--- config.mk ---
export PLATFORM = sky130hd
export DESIGN_NAME = tmask_sbox_layer
export DESIGN_NICKNAME = d
export VERILOG_FILES = /design/src/rtl/tmask_pkg.sv /design/src/rtl/tmask_split.sv /design/src/rtl/tmask_comp.sv /design/src/rtl/tmask_stage.sv /design/src/rtl/tmask_sbox_layer.sv
export SDC_FILE = /design/constraint.sdc
export NUM_CORES = 2
export LEC_CHECK = 0
export BUFFER_PORTS_ARGS = -buffer_cell sky130_fd_sc_hd__buf_2
export CAP_MARGIN = 10
export CORE_AREA = 4 4 329 331
export DETAILED_ROUTE_END_ITERATION = 16
export DIE_AREA = 0 0 333 335
export HOLD_SLACK_MARGIN = 0.12
export PLACE_DENSITY = 0.72
export REMOVE_ABC_BUFFERS = 1
export SYNTH_ARGS = -nofsm -noshare
export SYNTH_HDL_FRONTEND = slang
export SYNTH_HIERARCHICAL = 1
export SYNTH_SLANG_ARGS = --single-unit
--- constraint.sdc ---
create_clock -name clk -period 3.05 [get_ports clk]
set_input_delay 0.61 -clock clk [delete_from_list [all_inputs] [get_ports clk]]
set_output_delay 0.61 -clock clk [all_outputs]
set_load 0.05 [all_outputs]
--- src/rtl/tmask_pkg.sv ---
package tmask_pkg;
  // number of Boolean shares; degree-2 function needs degree+1
  localparam int NSH = 3;

  // shape of the nonlinear term: p ^ (q | r) or p ^ (q | ~r)
  typedef enum logic [0:0] {
    GATE_OR  = 1'b0,
    GATE_ORN = 1'b1
  } gate_e;
endpackage

--- src/rtl/tmask_split.sv ---
module tmask_split
  import tmask_pkg::*;
#(
  parameter int W = 32
) (
  input  logic [W-1:0]          x,
  input  logic [W-1:0]          m_a,
  input  logic [W-1:0]          m_b,
  output logic [NSH-1:0][W-1:0] sh
);
  // two shares are the masks themselves, the third carries the data
  assign sh[0] = m_a;
  assign sh[1] = m_b;
  assign sh[2] = x ^ m_a ^ m_b;
endmodule

--- src/rtl/tmask_comp.sv ---
module tmask_comp
  import tmask_pkg::*;
#(
  parameter int    W       = 32,
  parameter gate_e GATE    = GATE_OR,
  parameter bit    ADD_ONE = 1'b0
) (
  // share "u" contributes only to cross products, share "v" fully
  input  logic [W-1:0] u_q,
  input  logic [W-1:0] u_r,
  input  logic [W-1:0] v_p,
  input  logic [W-1:0] v_q,
  input  logic [W-1:0] v_r,
  output logic [W-1:0] f
);
  logic [W-1:0] lin;
  logic [W-1:0] cst;

  // q|r = q^r^qr ; q|~r = 1^r^qr
  generate
    if (GATE == GATE_ORN) begin : g_orn
      assign lin = v_p ^ v_r;
    end else begin : g_or
      assign lin = v_p ^ v_q ^ v_r;
    end
  endgenerate

  assign cst = ADD_ONE ? {W{1'b1}} : '0;
  assign f   = lin ^ (u_q & v_r) ^ (v_q & u_r) ^ (v_q & v_r) ^ cst;
endmodule

--- src/rtl/tmask_stage.sv ---
module tmask_stage
  import tmask_pkg::*;
#(
  parameter int    W    = 32,
  parameter gate_e GATE = GATE_OR
) (
  input  logic                  clk,
  input  logic                  rst,
  input  logic                  en,
  input  logic [NSH-1:0][W-1:0] p_sh,
  input  logic [NSH-1:0][W-1:0] q_sh,
  input  logic [NSH-1:0][W-1:0] r_sh,
  output logic [NSH-1:0][W-1:0] y_sh
);
  logic [NSH-1:0][W-1:0] comp_w;

  // component k sees share k and share k+1 only
  generate
    for (genvar k = 0; k < NSH; k++) begin : g_comp
      tmask_comp #(
        .W      (W),
        .GATE   (GATE),
        .ADD_ONE((GATE == GATE_ORN) && (k == 1))
      ) u_comp (
        .u_q(q_sh[k]),
        .u_r(r_sh[k]),
        .v_p(p_sh[(k+1)%NSH]),
        .v_q(q_sh[(k+1)%NSH]),
        .v_r(r_sh[(k+1)%NSH]),
        .f  (comp_w[k])
      );
    end
  endgenerate

  // register wall between stages stops glitches mixing shares
  always_ff @(posedge clk) begin
    if (rst)     y_sh <= '0;
    else if (en) y_sh <= comp_w;
  end

  // unmasked view, used only to check the shared computation
  logic [W-1:0] p_u, q_u, r_u, y_u, ref_u;
  always_comb begin
    p_u = '0; q_u = '0; r_u = '0; y_u = '0;
    for (int k = 0; k < NSH; k++) begin
      p_u ^= p_sh[k];
      q_u ^= q_sh[k];
      r_u ^= r_sh[k];
      y_u ^= y_sh[k];
    end
    ref_u = (GATE == GATE_ORN) ? (p_u ^ (q_u | ~r_u)) : (p_u ^ (q_u | r_u));
  end

  // recombined stage output equals the unmasked gate of the inputs
  p_unmasked_match_r3: assert property (@(posedge clk) disable iff (rst)
    en |=> (y_u == $past(ref_u)));
endmodule

--- src/rtl/tmask_sbox_layer.sv ---
module tmask_sbox_layer
  import tmask_pkg::*;
#(
  parameter int W = 32
) (
  input  logic           clk,
  input  logic           rst,
  input  logic           in_valid,
  output logic           in_ready,
  input  logic [W-1:0]   in_x0,
  input  logic [W-1:0]   in_x1,
  input  logic [W-1:0]   in_x2,
  input  logic [3*W-1:0] in_mask_a,
  input  logic [3*W-1:0] in_mask_b,
  output logic           out_valid,
  input  logic           out_ready,
  output logic [W-1:0]   out_y0,
  output logic [W-1:0]   out_y1,
  output logic [W-1:0]   out_y2
);
  localparam int NWORD = 3;
  localparam int NSTG  = 3;

  logic en;
  assign en       = out_ready || !out_valid;
  assign in_ready = en;

  // ---------------- share splitting ----------------
  logic [NWORD-1:0][W-1:0]          x_w;
  logic [NWORD-1:0][NSH-1:0][W-1:0] x_sh;
  assign x_w = {in_x2, in_x1, in_x0};

  generate
    for (genvar w = 0; w < NWORD; w++) begin : g_split
      tmask_split #(.W(W)) u_split (
        .x  (x_w[w]),
        .m_a(in_mask_a[w*W +: W]),
        .m_b(in_mask_b[w*W +: W]),
        .sh (x_sh[w])
      );
    end
  endgenerate

  // ---------------- stage 1: y0 ----------------
  logic [NSH-1:0][W-1:0] y0_s1, c1_x1, c1_x2;
  tmask_stage #(.W(W), .GATE(GATE_ORN)) u_stg_y0 (
    .clk(clk), .rst(rst), .en(en),
    .p_sh(x_sh[0]), .q_sh(x_sh[1]), .r_sh(x_sh[2]),
    .y_sh(y0_s1)
  );

  // ---------------- stage 2: y1 ----------------
  logic [NSH-1:0][W-1:0] y1_s2, y0_s2, c2_x2;
  tmask_stage #(.W(W), .GATE(GATE_OR)) u_stg_y1 (
    .clk(clk), .rst(rst), .en(en),
    .p_sh(c1_x1), .q_sh(c1_x2), .r_sh(y0_s1),
    .y_sh(y1_s2)
  );

  // ---------------- stage 3: y2 ----------------
  logic [NSH-1:0][W-1:0] y2_s3, y0_s3, y1_s3;
  tmask_stage #(.W(W), .GATE(GATE_ORN)) u_stg_y2 (
    .clk(clk), .rst(rst), .en(en),
    .p_sh(c2_x2), .q_sh(y0_s2), .r_sh(y1_s2),
    .y_sh(y2_s3)
  );

  // shares carried alongside the stages
  always_ff @(posedge clk) begin
    if (rst) begin
      c1_x1 <= '0; c1_x2 <= '0;
      y0_s2 <= '0; c2_x2 <= '0;
      y0_s3 <= '0; y1_s3 <= '0;
    end else if (en) begin
      c1_x1 <= x_sh[1]; c1_x2 <= x_sh[2];
      y0_s2 <= y0_s1;   c2_x2 <= c1_x2;
      y0_s3 <= y0_s2;   y1_s3 <= y1_s2;
    end
  end

  // ---------------- recombination ----------------
  logic [W-1:0] rec0, rec1, rec2;
  always_comb begin
    rec0 = '0; rec1 = '0; rec2 = '0;
    for (int k = 0; k < NSH; k++) begin
      rec0 ^= y0_s3[k];
      rec1 ^= y1_s3[k];
      rec2 ^= y2_s3[k];
    end
  end

  // ---------------- valid pipeline and output ----------------
  logic [NSTG-1:0] vld;
  always_ff @(posedge clk) begin
    if (rst) begin
      vld       <= '0;
      out_valid <= 1'b0;
      out_y0    <= '0;
      out_y1    <= '0;
      out_y2    <= '0;
    end else if (en) begin
      vld       <= {vld[NSTG-2:0], in_valid};
      out_valid <= vld[NSTG-1];
      out_y0    <= rec0;
      out_y1    <= rec1;
      out_y2    <= rec2;
    end
  end

  // reset empties the pipeline
  p_reset_idle_r1: assert property (@(posedge clk)
    rst |=> (!out_valid && (vld == '0)));

  // an accepted input enters the first stage
  p_accept_r2: assert property (@(posedge clk) disable iff (rst)
    (in_valid && in_ready) |=> vld[0]);

  // a stalled result is held
  p_hold_r5: assert property (@(posedge clk) disable iff (rst)
    (out_valid && !out_ready) |=> (out_valid && $stable(out_y0)
                                   && $stable(out_y1) && $stable(out_y2)));

  // no input, no token
  p_bubble_r7: assert property (@(posedge clk) disable iff (rst)
    (in_ready && !in_valid) |=> !vld[0]);

  // nothing moves while input is refused
  p_no_accept_r8: assert property (@(posedge clk) disable iff (rst)
    !in_ready |=> $stable(vld));
endmodule

Yosys cells after proc, flatten, opt, wreduce, memory -nomap -nowiden
Cells that the tools add are included.
{ "classes": {"n_bitwise": 80, "reduce_logical": 2} }
{ "op_table": {"columns": ["cell", "count"], "rows": [
  ["$xor A32 B32 Y32", 51],
  ["$and A32 B32 Y32", 27],
  ["$not A32 Y32", 2],
  ["$logic_not A1 Y1", 1],
  ["$logic_or A1 B1 Y1", 1]
]} }
{ "totals": {"register_bits": 964, "out_inout_bits": 98, "elab_cells": 114} }

Logic depth before layout (Yosys ltp)
{ "depth": {"depth_word": 7, "ltp_mapped": 9, "depth_no_buf": 6} }

By module
Netlist, hierarchy kept.
{ "modules_own_cells": {"columns": ["mod", "n_inst", "cells_each", "area_per_inst_um2", "seq_area_each_um2"], "rows": [
  ["tmask_sbox_layer", 1, 3025, 25502.0, 13533.0],
  ["tmask_stage", 3, 310, 3429.5, 1921.8],
  ["tmask_comp (u_stg_y0.g_comp[0].u_comp ...)", 6, 162, 1478.9, 0.0],
  ["tmask_comp (u_stg_y1.g_comp[0].u_comp ...)", 3, 160, 1281.2, 0.0],
  ["tmask_split", 3, 96, 1241.2, 0.0]
]} }

Worst setup path before layout
OpenSTA, ideal clock, no wires.
{ "synth_timing": {"path_type": "reg-to-reg", "start": "register out_valid", "end": "register u_stg_y0/y_sh[30] in the netlist's numbering", "setup_ps": 128, "arrival_ps": 2005, "required_ps": 2922, "setup_slack_ps": 917, "stages_incl_launch_ff": 10, "n_path_buf": 5, "synth_period_minus_slack_ps": 2133, "cell_sequence": "dfxtp_1 -> nor2b_4 -> inv_2 -> buf_4 -> buf_2 -> buf_4 -> buf_8 -> buf_12 -> mux2i_1 -> nor2_1"} }
{ "synth_between": {"elab_chain_len": 2} }
{ "synth_lines": {"columns": ["element", "line", "source"], "rows": [
  ["from (decl)", "tmask_sbox_layer.sv:15", "output logic out_valid,"],
  ["from (signal assigned)", "tmask_sbox_layer.sv:103", "out_valid <= vld[NSTG-1];"],
  ["$logic_not A1 Y1", "tmask_sbox_layer.sv:25", "assign en = out_ready || !out_valid;"],
  ["$logic_or A1 B1 Y1", "tmask_sbox_layer.sv:25", null],
  ["via in_ready", "tmask_sbox_layer.sv:9", "output logic in_ready,"],
  ["to (signal assigned)", "tmask_stage.sv:38", "else if (en) y_sh <= comp_w;"],
  ["to (decl)", "tmask_stage.sv:13", "output logic [NSH-1:0][W-1:0] y_sh"]
]} }
The timed path passes the listed nets, and every way through them passes these cells.
A chain may end at the register's enable or synchronous reset.

Worst setup path in the final report
{ "layout_timing": {"start": "register out_valid", "end": "output in_ready"} }
{ "layout_between": {"elab_chain_len": 2} }
{ "layout_lines": {"columns": ["element", "line"], "rows": [
  ["$logic_not A1 Y1", "tmask_sbox_layer.sv:25"],
  ["$logic_or A1 B1 Y1", "tmask_sbox_layer.sv:25"],
  ["to (decl)", "tmask_sbox_layer.sv:9"]
]} }
Every way passes these cells.

==> metrics <==
status=finished clean; Max Clock Freq=413 MHz; final net count=6060; Setup CP Type=register to primary output; hold path start=in_valid; Final HPWL DP=72300 µm; Slew Viols, Final=0; met1 usage=24.4%; first-pass GRT wire length=181000 µm; worst reg-to-reg setup slack=1.16 ns; final hold violation count=0; Port Buf Inserts=389; Total GRT Usage=18.8%; r2r worst-path depth=5; Final Critical Period=2.42 ns; Synth area leaders=dfxtp_1 (37%), nand2_1 (9.7%), xor3_1 (8.7%); cell area after synthesis=52200 µm²; Global Route met2 Usage=32.2%; P&R area growth vs syn=9.46%; Worst VDD drop=0.000558 V; Final period util=79.4%; Initial Util=49.7%; vias per std cell=5.37; Synth Instances=5695; Seq/Total Area, Yosys=36.9%; post-synth top area cell=dfxtp_1; H-tree depth=3; Die Y-Extent=335 µm; max-capacitance violation count=0; crit path capture type=primary output; RSZ-0062 raised after global routing=no; post-CTS setup buffers=0; Hold WS=0.195 ns; final setup vio count=0; worst-margin pin slew=0.699 ns; DR iter-0 viols=2319; Setup TNS=0 ns; Clock Sinks=964; CTS tree=done; met3 usage=2.91%; Most Crowded Layer GR=met2; Leak=24.7 nW; CTS resizes=0; initial antenna violation count=11; vias in the first global route=36200; post-synth cell types=28; flop and latch count out of synthesis=964; WL/cell=15.2 µm; Core Area=105000 µm²; routed wire length=110000 µm; DRT antenna net count=0; layout cells sized above 1=13.8%; power density over the cells=628 nW/µm²; vias=38900; die area=112000 µm²; I/O Pins=390; R2R Path Start=out_valid; DR DRC count=0; FILL cells=9609; Rows=119; largest net degree at the start of global routing=134; Longest Clk Path Bufs=3; GP Congestion=0.799; Worst-Skew Late Latency=0.68 ns; Worst-path clk slew=0.06 ns; GRT overflow=0; RR Endpoint=c1_x1[50]; Crit Path Max Fanout=37; syn avg cell area=9.17 µm²; Yosys top cell area share=36.9%; warnings from Yosys=6; WHS Path Cells=3; hold-critical path endpoint=vld[0]; Max-slew headroom=53.4%; CTS Buf Count=106; Worst EP arrival=1.81 ns; total iterations of the first detailed-routing run=6; WP data required=2.44 ns; root buf cell=clkbuf_16; cts hold-fix bufs=0; clk_skew=0.0301 ns; Die X=333 µm; worst hold-check path type=primary input to register; startpoint types=register
==> cell usage in the layout (no fill, tap or decap), types with 3 or more instances in the layout <==
| cell type | n |
|---|---|
| buf_2 | 388 |
| clkbuf_16 | 107 |
| buf_12 | 26 |
| clkbuf_1 | 14 |
| a31oi_1 | 96 |
| nand3b_1 | 108 |
| o211ai_1 | 12 |
| nand2b_1 | 12 |
| clkinv_8 | 4 |
| xor3_1 | 192 |
| a21bo_1 | 96 |
| nand4b_1 | 12 |
| bufinv_16 | 15 |
| nor2_1 | 290 |
| clkbuf_8 | 17 |
| nor3b_1 | 276 |
| nand2_1 | 1350 |
| inv_6 | 3 |
| buf_4 | 32 |
| mux2i_1 | 288 |
| xnor2_1 | 220 |
| a21oi_1 | 675 |
| a21boi_0 | 180 |
| clkinv_2 | 31 |
| xor2_1 | 68 |
| a211oi_2 | 180 |
| nor2b_1 | 12 |
| dfxtp_1 | 964 |
| and4b_1 | 180 |
==> state kept, by name, indices dropped and copies added, names as in the netlist, 96 cells and up <==
| name | count |
|---|---|
| u_stg_y0/y_sh | 96 |
| c1_x2 | 96 |
| u_stg_y1/y_sh | 96 |
| u_stg_y2/y_sh | 96 |
| c1_x1 | 96 |
| y1_s3 | 96 |
| c2_x2 | 96 |
| y0_s2 | 96 |
| y0_s3 | 96 |
==> cells in the mapped netlist <==
master,n
nor3b_1,276
buf_8,3
clkbuf_1,51
nand2b_1,12
dfxtp_1,964
xnor2_1,220
a21boi_0,180
inv_2,1
a21oi_1,675
nor2b_1,12
xor2_1,68
mux2i_1,288
buf_1,13
o211ai_1,12
nor2b_4,1
buf_2,138
a31oi_1,96
nand2_1,1350
buf_4,262
and4b_1,180
xor3_1,192
nor2_1,290
a211oi_2,180
a21bo_1,96
nand4b_1,12
buf_6,3
buf_12,12
nand3b_1,108
==> metal layers <==
metal | wire length [µm] | up-vias
li1 | - | 19800
met1 | 50100 | 18400
met2 | 52800 | 524
met3 | 4400 | 174
met4 | 2580 | 12
met5 | 85 | -
==> report_power, final <==
part	total [mW]	internal [mW]	switching (mW)
clock network	13.4	8.12	5.29
logic	7.11	3.60	3.51
registers	15.4	13.9	1.49
total	35.9	25.6	10.3
==> per-stage QoR <==
stage	instances	power (mW)	util [%]	setup slack [ns]	cell area [µm²]
2_1_floorplan	5213	20.8	-	-29.70	49000
3_3_place_gp	7051	22.6	50.9	0.850	53500
3_5_place_dp	7051	22.8	50.9	0.808	53500
4_1_cts	7245	36.4	54.4	0.541	57200
5_1_grt	7245	37.8	54.4	0.543	57200
6_report	7247	35.9	54.4	0.629	57200
==> layout make-up <==
type | instances | area, µm² | area share [%]
repair buffers | 447 | 2720 | 4.75
diodes | 2 | 5.00 | 0.00875
clock inverters | 56 | 723 | 1.26
clock buffers | 138 | 2960 | 5.18
well taps | 1391 | 1740 | 3.04
multi-input cells | 4248 | 29700 | 52.0
inverters | 1 | 11.3 | 0.0197
flip-flops and latches | 964 | 19300 | 33.8
==> critical path, cell delays in order, from the launching register on <==
cell     delay [ns]
dfxtp_1        0.31
nor2b_4        0.17
inv_8          0.28
buf_2          0.38
==> worst max-delay path by stage <==
stage | to | from | slack, ns | cells past startpoint
after floorplan | u_stg_y0/y_sh[0] | out_valid | -29.70 | 4
after global placement | out_y2[18] | out_ready | 0.85 | 6
after detailed placement | c1_x1[50] | out_ready | 0.81 | 6
after CTS | in_ready | out_valid | 0.54 | 3
after global routing | in_ready | out_valid | 0.54 | 3
final | in_ready | out_valid | 0.63 | 3
==> logic make-up after synthesis <==
logic type      Yosys count  synth area share, %
xor+xnor                480                 13.6
buf+inv                 483                 6.17
flops                   964                 36.9
mux                     288                 5.52
simple gates           2241                 21.3
compound gates         1239                 16.5
Note: power is estimated with default switching activity, not from simulation.
